[src/rtl/lmr_pkg.sv]
package lmr_pkg;

  typedef enum logic [1:0] {
    SPD_10   = 2'd0,
    SPD_100  = 2'd1,
    SPD_1000 = 2'd2
  } speed_e;

  typedef struct packed {
    logic   hit;
    speed_e spd;
    logic   full;
  } pick_t;

  localparam int NUM_PICK    = 6;
  localparam int SEL_BIT     = 0;
  localparam int GIG_FD_BIT  = 5;
  localparam int GIG_HD_BIT  = 6;
  localparam int T10_HD_BIT  = 5;
  localparam int T10_FD_BIT  = 6;
  localparam int T100_HD_BIT = 7;
  localparam int T100_FD_BIT = 8;

  localparam logic [31:0] FIELD_MASK = 32'h0F00_1C00;
  localparam logic [31:0] BASE_1000  = 32'h0700_0C00;
  localparam logic [31:0] BASE_100   = 32'h0400_0800;
  localparam logic [31:0] BASE_10    = 32'h0400_0400;
  localparam logic [31:0] FULL_FLAG  = 32'h0000_1000;
  localparam logic [31:0] TXDLY_FLAG = 32'h0300_0000;

  localparam logic [15:0] DLY_ARM = 16'h0441;
  localparam logic [15:0] DLY_REL = 16'h0440;

  // Entry index is the rank: 0 wins over 1, and so on.
  function automatic pick_t pick_of(int idx);
    pick_t p;
    p.hit = 1'b1;
    case (idx)
      0:       begin p.spd = SPD_1000; p.full = 1'b1; end
      1:       begin p.spd = SPD_1000; p.full = 1'b0; end
      2:       begin p.spd = SPD_100;  p.full = 1'b1; end
      3:       begin p.spd = SPD_100;  p.full = 1'b0; end
      4:       begin p.spd = SPD_10;   p.full = 1'b1; end
      default: begin p.spd = SPD_10;   p.full = 1'b0; end
    endcase
    return p;
  endfunction

  function automatic logic [15:0] need_of(int idx);
    logic [15:0] m;
    m = '0;
    case (idx)
      0:       begin m[SEL_BIT] = 1'b1; m[GIG_FD_BIT] = 1'b1; end
      1:       begin m[SEL_BIT] = 1'b1; m[GIG_HD_BIT] = 1'b1; end
      2:       m[T100_FD_BIT] = 1'b1;
      3:       m[T100_HD_BIT] = 1'b1;
      4:       m[T10_FD_BIT]  = 1'b1;
      default: m[T10_HD_BIT]  = 1'b1;
    endcase
    return m;
  endfunction

endpackage

[src/rtl/lmr_match.sv]
module lmr_match
  import lmr_pkg::*;
#(
  parameter int ABIL_W = 16
) (
  input  logic [ABIL_W-1:0] partner_i,
  input  logic [ABIL_W-1:0] adv_i,
  output pick_t             pick_o
);

  logic [ABIL_W-1:0]   cand;
  logic [NUM_PICK-1:0] hit;

  assign cand = partner_i & adv_i;

  for (genvar g = 0; g < NUM_PICK; g++) begin : g_entry
    localparam logic [ABIL_W-1:0] NEED = ABIL_W'(need_of(g));
    assign hit[g] = (cand & NEED) == NEED;
  end

  // Scan from lowest rank upward so the highest-ranked hit is written last.
  always_comb begin
    pick_o = '{hit: 1'b0, spd: SPD_10, full: 1'b0};
    for (int i = NUM_PICK - 1; i >= 0; i--) begin
      if (hit[i]) pick_o = pick_of(i);
    end
  end

endmodule

[src/rtl/lmr_compose.sv]
module lmr_compose
  import lmr_pkg::*;
#(
  parameter int CTRL_W = 32
) (
  input  pick_t             pick_i,
  input  logic [CTRL_W-1:0] cur_i,
  input  logic              rgmii_i,
  input  logic              txdly_i,
  output logic [CTRL_W-1:0] value_o,
  output logic [2:0]        mode_o
);

  localparam logic [CTRL_W-1:0] KEEP = ~CTRL_W'(FIELD_MASK);

  speed_e            spd_eff;
  logic              full_eff;
  logic [CTRL_W-1:0] base;

  assign spd_eff  = pick_i.hit ? pick_i.spd : SPD_10;
  assign full_eff = pick_i.hit & pick_i.full;

  always_comb begin
    case (spd_eff)
      SPD_1000: base = CTRL_W'(BASE_1000);
      SPD_100:  base = CTRL_W'(BASE_100);
      default:  base = CTRL_W'(BASE_10);
    endcase
  end

  assign value_o = (cur_i & KEEP) | base
                 | (full_eff ? CTRL_W'(FULL_FLAG) : '0)
                 | ((rgmii_i & txdly_i) ? CTRL_W'(TXDLY_FLAG) : '0);

  assign mode_o = {spd_eff, full_eff};

endmodule

[src/rtl/lmr_delay_seq.sv]
module lmr_delay_seq
  import lmr_pkg::*;
#(
  parameter int DLY_W = 16
) (
  input  logic             clk_i,
  input  logic             rst_ni,
  input  logic             fire_i,
  output logic             we_o,
  output logic [DLY_W-1:0] value_o,
  output logic             busy_o
);

  typedef enum logic [1:0] {ST_IDLE, ST_ARM, ST_REL} st_e;

  st_e state_q;

  always_ff @(posedge clk_i or negedge rst_ni) begin
    if (!rst_ni) begin
      state_q <= ST_IDLE;
      we_o    <= 1'b0;
      value_o <= '0;
    end else begin
      case (state_q)
        ST_ARM: begin
          we_o    <= 1'b1;
          value_o <= DLY_W'(DLY_ARM);
          state_q <= ST_REL;
        end
        ST_REL: begin
          we_o    <= 1'b1;
          value_o <= DLY_W'(DLY_REL);
          state_q <= ST_IDLE;
        end
        default: begin
          we_o    <= 1'b0;
          value_o <= '0;
          if (fire_i) state_q <= ST_ARM;
        end
      endcase
    end
  end

  assign busy_o = state_q != ST_IDLE;

endmodule

[src/rtl/link_mode_resolver.sv]
module link_mode_resolver
  import lmr_pkg::*;
#(
  parameter int ABIL_W = 16,
  parameter int CTRL_W = 32,
  parameter int DLY_W  = 16
) (
  input  logic              clk_i,
  input  logic              rst_ni,
  input  logic              start_i,
  input  logic [ABIL_W-1:0] partner_ability_i,
  input  logic [ABIL_W-1:0] local_adv_i,
  input  logic [CTRL_W-1:0] cur_ctrl_i,
  input  logic              rgmii_en_i,
  input  logic              tx_delay_phy_i,
  output logic [CTRL_W-1:0] ctrl_value_o,
  output logic              ctrl_we_o,
  output logic [2:0]        mode_o,
  output logic [DLY_W-1:0]  delay_value_o,
  output logic              delay_we_o
);

  pick_t             pick;
  logic [CTRL_W-1:0] next_value;
  logic [2:0]        next_mode;
  logic              seq_busy;
  logic              fire;

  lmr_match #(.ABIL_W(ABIL_W)) u_match (
    .partner_i (partner_ability_i),
    .adv_i     (local_adv_i),
    .pick_o    (pick)
  );

  lmr_compose #(.CTRL_W(CTRL_W)) u_compose (
    .pick_i  (pick),
    .cur_i   (cur_ctrl_i),
    .rgmii_i (rgmii_en_i),
    .txdly_i (tx_delay_phy_i),
    .value_o (next_value),
    .mode_o  (next_mode)
  );

  assign fire = start_i & ~ctrl_we_o & ~seq_busy;

  always_ff @(posedge clk_i or negedge rst_ni) begin
    if (!rst_ni) begin
      ctrl_value_o <= '0;
      ctrl_we_o    <= 1'b0;
      mode_o       <= '0;
    end else begin
      ctrl_we_o <= fire;
      if (fire) begin
        ctrl_value_o <= next_value;
        mode_o       <= next_mode;
      end
    end
  end

  lmr_delay_seq #(.DLY_W(DLY_W)) u_seq (
    .clk_i   (clk_i),
    .rst_ni  (rst_ni),
    .fire_i  (fire & rgmii_en_i),
    .we_o    (delay_we_o),
    .value_o (delay_value_o),
    .busy_o  (seq_busy)
  );

endmodule

[config.mk]
export PLATFORM = sky130hd
export DESIGN_NAME = link_mode_resolver
export DESIGN_NICKNAME = d
export VERILOG_FILES = /design/src/rtl/lmr_pkg.sv /design/src/rtl/lmr_match.sv /design/src/rtl/lmr_compose.sv /design/src/rtl/lmr_delay_seq.sv /design/src/rtl/link_mode_resolver.sv
export SDC_FILE = /design/constraint.sdc
export NUM_CORES = 1
export LEC_CHECK = 0
export ABC_AREA = 1
export BUFFER_PORTS_ARGS = -buffer_cell sky130_fd_sc_hd__buf_2
export CELL_PAD_IN_SITES_DETAIL_PLACEMENT = 0
export CELL_PAD_IN_SITES_GLOBAL_PLACEMENT = 1
export CORE_MARGIN = 10
export CORE_UTILIZATION = 28
export CTS_BUF_LIST = sky130_fd_sc_hd__clkbuf_8
export CTS_CLUSTER_DIAMETER = 100
export DETAILED_ROUTE_END_ITERATION = 8
export GPL_ROUTABILITY_DRIVEN = 1
export PLACE_DENSITY = 0.86
export SLEW_MARGIN = 25
export SYNTH_ARGS = -nofsm -noshare
export SYNTH_HDL_FRONTEND = slang
export SYNTH_SLANG_ARGS = --single-unit
[constraint.sdc]
create_clock -name clk_i -period 1.6 [get_ports clk_i]
set_input_delay 0.08 -clock clk_i [delete_from_list [all_inputs] [get_ports clk_i]]
set_output_delay 0.08 -clock clk_i [all_outputs]
set_load 0.01 [all_outputs]
==> impl_metrics.tcl <==
set metrics [dict create \
    reg2reg_to "u_seq.state_q[1]" \
    holdCritPathClass "input pin to flip-flop" \
    grt_pass1_vias 1480 \
    synthMuxAreaShare_pct 0 \
    finalCriticalPeriod_ns 1.37 \
    setup_viol 0 \
    yosysWarnings 0 \
    insertion_delay_ns 0.28 \
    grt_max_degree 37 \
    synth_top_family_by_area "simple AND/OR/NAND/NOR gates" \
    clockBufferDepth 2 \
    regToRegSetupSlack_ns 0.23 \
    synth_xor_xnor_area_share_pct 0 \
    grt_use_total_pct 9.41 \
    grt_pass1_wl_um 7480 \
    vias_per_cell 3.91 \
    first_pass_iters 4 \
    numPortBuffers 78 \
    vdd_drop_max_mv 0.829 \
    dieArea_um2 9360 \
    drtAntennaViolNets 0 \
    cts_tree "built" \
    routed_wl_um 4470 \
    cts-buffers-inserted 5 \
    areaGrowthSynthToFinish_pct 39.2 \
    post-route-period-util_pct 85.6 \
    finClkSkew_ns 0.00524 \
    drive_gt1_share_pct 32.4 \
    io-pin-count 122 \
    synthSimpleGateAreaFrac_pct 24.7 \
    post-synth-top-area-cell "dfrtp_1" \
    maxSlewHeadroom_pct 58.6 \
    synth_top_area_share_pct 56.1 \
    worst_pin_slew_ns 0.621 \
    rows 27 \
    power_density_nw_per_um2 1640 \
    num_antenna_cells 0 \
    synth_area_leaders "dfrtp_1, nand2_1, buf_4, ha_1, buf_6" \
    fillers 575 \
    antenna_found_initial 0 \
    maxCapViolCount 0 \
    criticalPathCategory "flip-flop to flip-flop" \
    min-delay-start "cur_ctrl_i[4]" \
    grt_setup_unrepaired "no" \
    critPathLaunch "u_seq.state_q[0]" \
    place_ws_ns 0.0188 \
    worst-r2r-cell-count 8 \
    hpwl_um 3210 \
    ys_seq_area_share_pct 56.1 \
    leakage_nw 1.34 \
    clkTransAtPathRegs_ns 0.07 \
    die_x_um 96.7 \
    root_buffer "clkbuf_8" \
    synth.ff_latch_count 37 \
    wire_per_inst_um 12.7 \
    finalHoldViolCount 0 \
    core_um2 5610 \
    synthesis.area_um2 1650 \
    slew_viol_final 0 \
    reg2reg_from "u_seq.state_q[0]" \
    cp-end-kind "flip-flop" \
    drc 0 \
    status "completed" \
    synth_fa_ha_area_share_pct 3.03 \
    cts_htree_levels 2 \
    fin_tns_setup_ns 0 \
    gp_congestion 0.730 \
    cp-start-kind "flip-flop" \
    synth_cell_types 16 \
    cts.sinks 37 \
    place_area_um2 2020 \
    initial_core_util_pct 29.4 \
    synth.avg_cell_area_um2 8.87 \
    die_h_um 96.7 \
    clock.fmax_ghz 0.730 \
    syn_inst 186 \
    dr_total_vias 1379 \
    finalNetCount 354 \
    grt-ovfl-total 0 \
    drtIter0Drc 43 \
    setup_ws_ns 0.230 \
    endpoint "u_seq.state_q[1]" \
    path_max_fanout 29 \
    synth-compound-area-share_pct 2.43 \
    fin_area_um2 2300 \
    crit_arrival_ns 1.53 \
    worstPathRequired_ns 1.76 \
]
-- area by class of cell --
| class | instances | area, um^2 | share of cell area [%] |
|---|---|---|---|
| tap | 72 | 90.1 | 3.92 |
| multi-input combinational | 129 | 549 | 23.9 |
| timing repair buffer | 99 | 608 | 26.5 |
| inverter | 9 | 36.3 | 1.58 |
| sequential | 37 | 926 | 40.3 |
| clock buffer | 6 | 82.6 | 3.60 |
| clock inverter | 1 | 3.75 | 0.163 |
-- cell families after synthesis --
family / after synthesis
AO/OA/AOI/OAI: 8
adder cells (fa/ha/maj): 4
buffers and inverters: 33
flip-flops: 37
other: 1
AND/OR/NAND/NOR: 103
-- cell usage in the layout, fill, tap and decap left out, types with 4 or more instances in the layout --
cell / count
conb_1: 14
inv_1: 9
buf_2: 78
dlygate4sd3_1: 19
clkbuf_8: 6
ha_1: 4
nand2_1: 97
o21ai_1: 4
dfrtp_1: 37
-- how the worst min path moves through the flow --
stage                                  end  cells past startpoint
after CTS                 ctrl_value_o[18]                      3
final                      ctrl_value_o[4]                      3
after global routing      ctrl_value_o[16]                      3
after detailed placement  u_seq.value_o[0]                      1
after global placement    u_seq.value_o[0]                      1
after floorplan            ctrl_value_o[0]                      0
-- synth_stat cells --
| cell type | count |
|---|---|
| nand2_1 | 97 |
| ha_1 | 4 |
| nand2_2 | 1 |
| buf_4 | 20 |
| nor2_1 | 2 |
| o21ai_1 | 4 |
| buf_2 | 1 |
| conb_1 | 1 |
| buf_6 | 3 |
| or2_2 | 1 |
| dfrtp_1 | 37 |
| a21oi_1 | 2 |
| nor2_4 | 2 |
| inv_2 | 1 |
| inv_1 | 8 |
| o21ai_0 | 2 |
-- per-stage QoR --
| stage | utilization, % | hold WS, ns | power, mW | cells |
|---|---|---|---|---|
| 2_1_floorplan | - | -0.216 | 2.55 | 199 |
| 3_3_place_gp | 36.0 | 0.135 | 3.11 | 327 |
| 3_5_place_dp | 36.0 | 0.148 | 3.15 | 327 |
| 4_1_cts | 40.7 | 0.00116 | 3.84 | 352 |
| 5_1_grt | 40.9 | 0.00800 | 4.13 | 353 |
| 6_report | 40.9 | 0.0116 | 3.76 | 353 |
-- critical path, stage by stage (launching register included) --
cell	delay, ns
dfrtp_1	0.39
inv_1	0.08
ha_1	0.14
nand2_1	0.08
nor2_4	0.15
buf_12	0.19
nand2_2	0.07
nand2_1	0.07
o21ai_0	0.07
-- state kept, by name (all words and copies together), names as in the netlist --
register,cells
u_seq.value_o,2
ctrl_we_o,1
ctrl_value_o,29
mode_o,3
u_seq.state_q,2
-- report_power, final --
part	switching, mW	internal [mW]	total (mW)
registers	0.203	1.35	1.55
logic	0.940	0.622	1.56
clock network	0.306	0.335	0.642
total	1.45	2.31	3.76
-- timing repair --
item,CTS,global route
resized for setup,0,2
hold endpoints to repair,44,1
setup buffers,0,0
endpoints found under the setup margin,0,30
hold buffers,18,1
-- metal layers --
layer	vias to the layer above	track usage, %	routed length (um)
li1	714	-	-
met1	610	10.8	1830
met2	53	15.4	2240
met3	2	4.40	386
met4	0	2.37	14
met5	-	0	0
No activity file was read; power rests on OpenSTA's default activity.
